<file path="config.mk">
export PLATFORM = sky130hd
export DESIGN_NAME = tagged_stream_link
export DESIGN_NICKNAME = d
export VERILOG_FILES = /design/src/rtl/tsl_pkg.sv /design/src/rtl/tsl_store.sv /design/src/rtl/tsl_wr_side.sv /design/src/rtl/tsl_rd_side.sv /design/src/rtl/tagged_stream_link.sv
export SDC_FILE = /design/constraint.sdc
export NUM_CORES = 1
export LEC_CHECK = 0
export ABC_AREA = 1
export BUFFER_PORTS_ARGS = -buffer_cell sky130_fd_sc_hd__buf_2
export CAP_MARGIN = 0
export CORE_ASPECT_RATIO = 0.7
export CORE_MARGIN = 4
export CORE_UTILIZATION = 29
export DETAILED_ROUTE_END_ITERATION = 7
export GPL_TIMING_DRIVEN = 1
export PLACE_DENSITY = 0.51
export SYNTH_ARGS = -nofsm -noshare
export SYNTH_HDL_FRONTEND = slang
export SYNTH_SLANG_ARGS = --single-unit
</file>
<file path="constraint.sdc">
create_clock -name clk -period 3.1 [get_ports clk]
set_input_delay 0.155 -clock clk [delete_from_list [all_inputs] [get_ports clk]]
set_output_delay 0.155 -clock clk [all_outputs]
set_load 0.1 [all_outputs]
</file>
<file path="src/rtl/tsl_pkg.sv">
// Shared types for the tagged stream link.
// Assumes: a single clock domain; the outcome of each attempt is decided in the cycle it is made.
package tsl_pkg;
    typedef enum logic [1:0] {
        XF_IDLE  = 2'd0,
        XF_DONE  = 2'd1,
        XF_STALL = 2'd2,
        XF_FAIL  = 2'd3
    } xfer_e;
endpackage

</file>
<file path="src/rtl/tsl_store.sv">
// Circular storage for tagged words, with head and tail pointers and an occupancy count.
// Assumes: the caller never pushes while full and never pops while empty.
// Each entry is {tag, data}; the head entry is visible without latency.
module tsl_store #(
    parameter int DATA_W = 32,
    parameter int DEPTH  = 16
) (
    input  logic                       clk,
    input  logic                       rst_n,
    input  logic                       push,
    input  logic                       pop,
    input  logic [DATA_W:0]            push_word,
    output logic [DATA_W:0]            head_word,
    output logic [$clog2(DEPTH+1)-1:0] count,
    output logic                       full,
    output logic                       empty
);
    localparam int AW = (DEPTH > 1) ? $clog2(DEPTH) : 1;
    localparam int CW = $clog2(DEPTH+1);

    logic [DATA_W:0] mem [DEPTH];
    logic [AW-1:0]   wr_ptr, rd_ptr, wr_nxt, rd_nxt;

    // Pointer advance: natural wrap for power-of-two depths, explicit wrap otherwise.
    generate
        if ((1 << AW) == DEPTH) begin : g_pow2
            assign wr_nxt = wr_ptr + 1'b1;
            assign rd_nxt = rd_ptr + 1'b1;
        end else begin : g_mod
            assign wr_nxt = (wr_ptr == AW'(DEPTH-1)) ? '0 : wr_ptr + 1'b1;
            assign rd_nxt = (rd_ptr == AW'(DEPTH-1)) ? '0 : rd_ptr + 1'b1;
        end
    endgenerate

    assign full      = (count == CW'(DEPTH));
    assign empty     = (count == '0);
    assign head_word = mem[rd_ptr];

    // Entry write: stores the tagged word at the tail.
    always_ff @(posedge clk) begin
        if (push) mem[wr_ptr] <= push_word;
    end

    // Pointer and count update; reset empties the store.
    always_ff @(posedge clk) begin
        if (!rst_n) begin
            wr_ptr <= '0;
            rd_ptr <= '0;
            count  <= '0;
        end else begin
            if (push) wr_ptr <= wr_nxt;
            if (pop)  rd_ptr <= rd_nxt;
            if (push && !pop)      count <= count + 1'b1;
            else if (pop && !push) count <= count - 1'b1;
        end
    end

    a_r3_no_overflow: assert property (@(posedge clk) disable iff (!rst_n) !(push && full));
    a_r4_no_underflow: assert property (@(posedge clk) disable iff (!rst_n) !(pop && empty));
    a_r8_balanced: assert property (@(posedge clk) disable iff (!rst_n) (push && pop) |=> $stable(count));
    a_r11_count_up: assert property (@(posedge clk) disable iff (!rst_n)
        (push && !pop) |=> (count == CW'($past(count) + 1'b1)));
    a_r11_count_down: assert property (@(posedge clk) disable iff (!rst_n)
        (pop && !push) |=> (count == CW'($past(count) - 1'b1)));
    a_r10_reset_empty: assert property (@(posedge clk) (rst_n === 1'b0) |=> (count == '0));
endmodule

</file>
<file path="src/rtl/tsl_wr_side.sv">
// Write-side attempt logic: accepts, stalls or fails each write, and pulses overflow after a drop.
// Assumes: full comes from storage and reflects the current cycle.
module tsl_wr_side
    import tsl_pkg::*;
(
    input  logic  clk,
    input  logic  rst_n,
    input  logic  req,
    input  logic  nonblock,
    input  logic  full,
    output xfer_e status,
    output logic  push,
    output logic  overflow
);
    // Attempt outcome for this cycle.
    always_comb begin
        if (!req)          status = XF_IDLE;
        else if (!full)    status = XF_DONE;
        else if (nonblock) status = XF_FAIL;
        else               status = XF_STALL;
    end

    assign push = (status == XF_DONE);

    // Overflow pulse: one cycle after a dropped non-blocking write.
    always_ff @(posedge clk) begin
        if (!rst_n) overflow <= 1'b0;
        else        overflow <= (status == XF_FAIL);
    end

    a_r5_stall_no_push: assert property (@(posedge clk) disable iff (!rst_n)
        (req && full && !nonblock) |-> !push);
    a_r6_drop_then_pulse: assert property (@(posedge clk) disable iff (!rst_n)
        (req && full && nonblock) |=> overflow);
endmodule

</file>
<file path="src/rtl/tsl_rd_side.sv">
// Read-side attempt logic: pops, stalls or fails each read, and checks the head tag on non-blocking reads.
// Assumes: empty and head_ctrl come from storage and reflect the current cycle.
module tsl_rd_side
    import tsl_pkg::*;
(
    input  logic  clk,
    input  logic  rst_n,
    input  logic  req,
    input  logic  nonblock,
    input  logic  expect_ctrl,
    input  logic  empty,
    input  logic  head_ctrl,
    output xfer_e status,
    output logic  pop,
    output logic  tag_err
);
    // Attempt outcome for this cycle.
    always_comb begin
        if (!req)          status = XF_IDLE;
        else if (!empty)   status = XF_DONE;
        else if (nonblock) status = XF_FAIL;
        else               status = XF_STALL;
    end

    assign pop     = (status == XF_DONE);
    assign tag_err = pop && nonblock && (head_ctrl != expect_ctrl);

    a_r9_err_consumes: assert property (@(posedge clk) disable iff (!rst_n) tag_err |-> (req && !empty));
    a_r7_empty_no_pop: assert property (@(posedge clk) disable iff (!rst_n) (req && empty) |-> !pop);
endmodule

</file>
<file path="src/rtl/tagged_stream_link.sv">
// Top of the tagged stream link: storage plus one attempt unit per side.
// Assumes: one writer and one reader on the same clock; synchronous active-low reset.
module tagged_stream_link
    import tsl_pkg::*;
#(
    parameter int DATA_W = 32,
    parameter int DEPTH  = 16
) (
    input  logic                       clk,
    input  logic                       rst_n,
    input  logic                       wr_req,
    input  logic                       wr_nonblock,
    input  logic [DATA_W-1:0]          wr_data,
    input  logic                       wr_ctrl,
    output logic                       wr_full,
    output logic                       wr_done,
    output logic                       wr_stall,
    output logic                       wr_fail,
    output logic                       wr_overflow,
    input  logic                       rd_req,
    input  logic                       rd_nonblock,
    input  logic                       rd_expect_ctrl,
    output logic [DATA_W-1:0]          rd_data,
    output logic                       rd_ctrl,
    output logic                       rd_exists,
    output logic                       rd_done,
    output logic                       rd_stall,
    output logic                       rd_fail,
    output logic                       rd_tag_err,
    output logic [$clog2(DEPTH+1)-1:0] fill_level
);
    xfer_e           wr_status, rd_status;
    logic            push, pop, full, empty;
    logic [DATA_W:0] head_word;

    tsl_store #(.DATA_W(DATA_W), .DEPTH(DEPTH)) u_store (
        .clk(clk), .rst_n(rst_n), .push(push), .pop(pop),
        .push_word({wr_ctrl, wr_data}), .head_word(head_word),
        .count(fill_level), .full(full), .empty(empty)
    );

    tsl_wr_side u_wr (
        .clk(clk), .rst_n(rst_n), .req(wr_req), .nonblock(wr_nonblock),
        .full(full), .status(wr_status), .push(push), .overflow(wr_overflow)
    );

    tsl_rd_side u_rd (
        .clk(clk), .rst_n(rst_n), .req(rd_req), .nonblock(rd_nonblock),
        .expect_ctrl(rd_expect_ctrl), .empty(empty), .head_ctrl(head_word[DATA_W]),
        .status(rd_status), .pop(pop), .tag_err(rd_tag_err)
    );

    // Port decode of attempt outcomes and head entry.
    always_comb begin
        wr_full   = full;
        wr_done   = (wr_status == XF_DONE);
        wr_stall  = (wr_status == XF_STALL);
        wr_fail   = (wr_status == XF_FAIL);
        rd_exists = !empty;
        rd_done   = (rd_status == XF_DONE);
        rd_stall  = (rd_status == XF_STALL);
        rd_fail   = (rd_status == XF_FAIL);
        rd_data   = head_word[DATA_W-1:0];
        rd_ctrl   = head_word[DATA_W];
    end

    a_r4_exists_vs_full: assert property (@(posedge clk) disable iff (!rst_n) wr_full |-> rd_exists);
    a_r6_fail_only_when_full: assert property (@(posedge clk) disable iff (!rst_n) wr_fail |-> wr_full);
endmodule

</file>
; ---- Word level (Yosys, flattened, before mapping)
; Memories as Yosys holds them, arrays and structs flattened. A register that Yosys moved wholly into a read port is not among the register bits.
; Index checks and enable logic that the tools add are counted.
[op_classes]
addsub = 4
eq_ne = 8
n_mux = 12
reduce_logical = 9
[ops]
columns = cell, count
row1 = 5-bit 2-to-1 mux, 2
row2 = "4-bit by 1-bit adder with 4-bit output, second input constant", 2
row3 = "2-bit equality test, second input constant", 4
row4 = 2-bit 2-to-1 mux, 4
row5 = 4-bit 2-to-1 mux, 2
row6 = "5-bit by 1-bit adder with 5-bit output, second input constant", 1
row7 = "5-bit equality test, second input constant", 1
row8 = 5-bit logical NOT, 1
row9 = "5-bit by 1-bit subtractor with 5-bit output, second input constant", 1
row10 = "2-bit by 1-bit equality test with 1-bit output, second input constant", 2
row11 = 1-bit logical AND, 4
row12 = 1-bit 2-to-1 mux, 4
row13 = 1-bit logical NOT, 3
row14 = 2-bit nonzero test, 1
row15 = 1-bit inequality test, 1
[word_totals]
reg_bits = 14
mem_bits_rw = 528
inputBits = 40
output_inout_bits = 48
mem_count = 1
[memory_table]
columns = name, depth, width, read_ports, rd_clocked_by_memory_dff, wr, line
row1 = u_store.mem, 16, 33, 1, 1, 1, tsl_store.sv:21  ; logic [DATA_W:0] mem [DEPTH];

; ---- Depth between registers and ports, before layout
[logic_depth]
word_depth = 8
ltp_mapped = 16
mapped_depth_nobuf = 16

; ---- By module
; Synthesis repeated with hierarchy kept, for this count alone.
[unflattened]
cells_unflattened = 2288
area_unflattened_um2 = 23557.6
[by_module_without_submodules]
columns = mod, n_inst, cells_per_inst, area_per_inst_um2
row1 = tsl_store, 1, 2251, 23388.7
row2 = tsl_rd_side, 1, 14, 61.3
row3 = tsl_wr_side, 1, 10, 58.8
row4 = tagged_stream_link, 1, 13, 48.8

; ---- Worst setup path after synthesis
; OpenSTA, ideal clock, no wires.
[synth_path]
kind = register -> register
startpoint = register u_store.count[0]
endpoint = memory u_store.mem[11][0] (netlist name), enable pin
t_arrival_ps = 3904
required_ps = 2677
path_slack_ps = -1227
path_stages_with_launch = 9
path_buffers = 0
period_less_slack_ps = 4327
cell_sequence = dfxtp_1 nor2_1 nand3_1 inv_1 nand2_1 nand2_1 inv_1 nand2_1 nor2_1
[synth_via]
elab_chain_len = 6
[synth_rtl]
columns = item, line
row1 = "start, declared", tsl_store.sv:14  ; output logic [$clog2(DEPTH+1)-1:0] count,
row2 = "start signal, assigned", tsl_store.sv:53  ; if (push && !pop) count <= count + 1'b1;
row3 = "start signal, assigned", tsl_store.sv:54  ; else if (pop && !push) count <= count - 1'b1;
row4 = 5-bit equality test, tsl_store.sv:35  ; assign full = (count == CW'(DEPTH));
row5 = 2-bit 2-to-1 mux, tsl_wr_side.sv:18  ; else if (!full) status = XF_DONE;
row6 = 2-bit 2-to-1 mux, tsl_wr_side.sv:17  ; if (!req) status = XF_IDLE;
row7 = 2-bit by 1-bit equality test with 1-bit output, n/a
row8 = net wr_done, tagged_stream_link.sv:16  ; output logic wr_done,
row9 = 1-bit 2-to-1 mux, tsl_store.sv:41  ; if (push) mem[wr_ptr] <= push_word;
row10 = 1-bit 2-to-1 mux (implied by the code), tsl_store.sv:41
row11 = "end, declared", tsl_store.sv:21
; The timed path passes the listed nets, and every way through them passes these cells.

==> key figures <==
Drt
  – Total Routed Length: around 58000 um
  – Via Count: ~14000
  – First-pass iteration count of the detailed router: 6
  – Drt wl/cell: between 20 and 25 um
  – Via density: between 5 and 6
  – Residual DRC: 0
  – DRT antenna net count: 0
  – Initial DRC count: between 1000 and 1500

Layout
  – Share of layout cells above drive strength 1: about an eighth
  – Most frequent cells in the layout: edfxtp_1 (528), nor2_1 (294), o21ai_0 (266)
  – Final nets: 1748
  – Area Growth Syn to Fin: 18.8%
  – Commonest non-fill, non-tap cell in the layout: edfxtp_1
  – Filler Cell Count: approximately 7000
  – Final Util: about a third

Die
  – Initial Util: 29.5%
  – Die Y: ~240 um
  – Die W: around 330 um
  – Std-Cell Rows: 82
  – Full die area: slightly below 80000 um2
  – Core Area: roughly 72000 um2
  – # IOs: 88

Clocking
  – Clock Path Buffers: 3
  – Root buffer cell: clkbuf_16
  – Clk pin slew, worst setup/hold paths: 60 ps
  – CTS Sinks: ~550
  – Number of CTS-inserted buffers: 51
  – CTS H-tree lvls: 2
  – Clock Latency Late Sink: 610 ps
  – TritonCTS clock tree: built

Synth
  – Post-Syn Nets: 1632
  – Yosys top cell area share: around three quarters
  – Synth unique cells: 25
  – Top post-synthesis cells by area: edfxtp_1 (74%), o21ai_0 (6.2%), nor2_1 (5.5%), o221ai_1 (3.2%), o211ai_1 (1.8%)
  – Largest area contributor in the netlist: edfxtp_1
  – Sequential fraction of the synthesis area: between 70% and 80%
  – Mapped Area: approximately 21000 um2
  – Warnings, synthesis: 0
  – Avg Cell Area, Syn: around 14 um2
  – Yosys reg bits: 546
  – Post-Synthesis Cells: 1582

STA
  – Final worst path period share: 94.7%
  – Clock skew: approximately 18 ps
  – Final min period: a little under 3000 ps
  – Hold Fails Final Rpt: 0
  – Max-slew headroom: between 50% and 60%
  – Worst slew pin tran: between 700 and 800 ps
  – Setup TNS: 0 ps
  – Max Freq: approximately 0.34 GHz
  – RSZ-0062 raised after global routing: no
  – Final Setup Violations: 0
  – Final Slew Violations: 0

Critical path
  – Critical Path Start Type: flip-flop
  – Worst path buffer plus inverter count: 4
  – CP peak stage delay: 450 ps
  – Crit path cell chain: inv_6 > buf_12 > buf_4 > o21ai_0 > o221ai_1 > nand3_1 > nand2_1 > buf_2
  – Worst EP required: 2940 ps
  – CP arrival: between 2000 and 3000 ps
  – CP delay by family, top: buffers and inverters
  – Max stage delay cell, worst path: buf_2
  – Crit-path max FO: 47
  – WS Path Type: reg -> out
  – CP Capture Type: primary output
  – R2r setup slk: approximately 400 ps

Global routing
  – Initial antenna violation count: 4
  – Pin count of the biggest net entering global routing: between 100 and 150
  – Vias in the first global route: between 10000 and 15000
  – First-pass GRT wire length: ~86000 um
  – Overflow after GRT: 0
  – Met1 usage: between 20% and 30%
  – GR peak layer: met2
  – Routing usage on met3: 2.48%
  – Met2 GRT Util: 22.8%
  – Total track usage: 14.3%

Power and ir drop
  – Total Power: 20700 uW
  – Max IR drop VDD: ~930 uV
  – Leak Pwr: a little over 0.008 uW
  – Cell Pwr Density: 813 nW/um2

Place
  – IO Port Bufs: between 80 and 90
  – Post-DP HPWL: about 30000 um
  – GPL Wtd Cong: between 0.7 and 0.8

Flow run
  – Maxcap violations: 0

Run status
  – Status: finished clean

Min path
  – Worst Hold Class: in -> reg
==> per-layer routing <==
metal	part of all wire (%)	wire, um
met1	45	26200
met2	47	27200
met3	6.1	3540
met5	0.019	11
met4	1.5	881
==> layout make-up <==
class	instances	area [um2]	area share, %
sequential	546	16200	63.9
multi-input combinational	897	4680	18.4
clock buffer	59	1330	5.23
clock inverter	33	224	0.882
tap	966	1210	4.76
timing repair buffer	170	1590	6.26
antenna	3	7.51	0.0296
inverter	32	130	0.512
==> state kept, by name (all words and copies together), names as in the netlist, named ones only <==
| register | count |
|---|---|
| u_store.mem | 528 |
| u_store.count | 5 |
| u_store.rd_ptr | 4 |
| u_store.wr_ptr | 4 |
| u_wr.overflow | 1 |
==> worst register-to-register path, delay by kind of cell, from the launching register on <==
family,cells,cell delay (ps)
AO/OA/AOI/OAI,2,390
adder cells (fa/ha/maj),2,550
buffers and inverters,3,530
flip-flops,1,350
AND/OR/NAND/NOR,8,780
==> report_power, final <==
| part | leakage [uW] | switching [uW] | internal, uW |
|---|---|---|---|
| combinational | 0.00252 | 4860 | 1360 |
| sequential | 0.00492 | 116 | 8340 |
| clock | 0.000754 | 2740 | 3230 |
==> kinds of logic (layout without fill, tap and decap cells) <==
logic type	Yosys count	in the layout	synth area share [%]
xor+xnor	4	4	0.164
buf+inv	139	294	2.82
other cells	0	3	0
flops	546	546	75.9
simple gates	449	449	8.25
fa+ha+maj	10	10	0.621
compound gates	434	434	12.3
==> worst paths after layout <==
path,from,end,depth (start not counted)
max reg2reg,u_store.count[0]$_SDFFE_PN0P_,u_store.count[4]$_SDFFE_PN0P_,15
min,rst_n,u_store.count[4]$_SDFFE_PN0P_,4
max,flip-flop,rd_data[25],8
min reg2reg,u_store.rd_ptr[2]$_SDFFE_PN0P_,flip-flop,1
==> cell usage after synthesis <==
cell type,instances
buf_2,34
o22ai_1,25
inv_1,30
xor2_1,3
nor2_1,311
inv_2,1
clkbuf_2,1
fa_1,1
nand3_1,56
a21oi_1,15
dfxtp_1,18
clkbuf_1,61
o21ai_0,266
nand3_2,1
buf_4,6
buf_1,3
edfxtp_1,528
o221ai_1,78
clkinv_1,1
o211ai_1,50
xnor2_1,1
nor3_1,1
nand2_1,80
ha_1,9
buf_6,2
==> metrics by stage <==
step	hold slack [ps]	setup WS [ps]	instances	area (um2)
floorplan	254	-48.4	1582	21500
global route	425	7.07	2706	25400
detailed placement	426	443	2573	23400
CTS	377	52.7	2703	25400
global placement	416	583	2573	23400
finish	427	165	2706	25400
==> timing repair <==
item                       4_1_cts  5_1_grt
hold buffers                    38        0
hold endpoints to repair       542        0
setup endpoints to repair        0        8
setup buffers                    0        0
gates resized for setup          0        8
(Power assumes the default switching activity.)
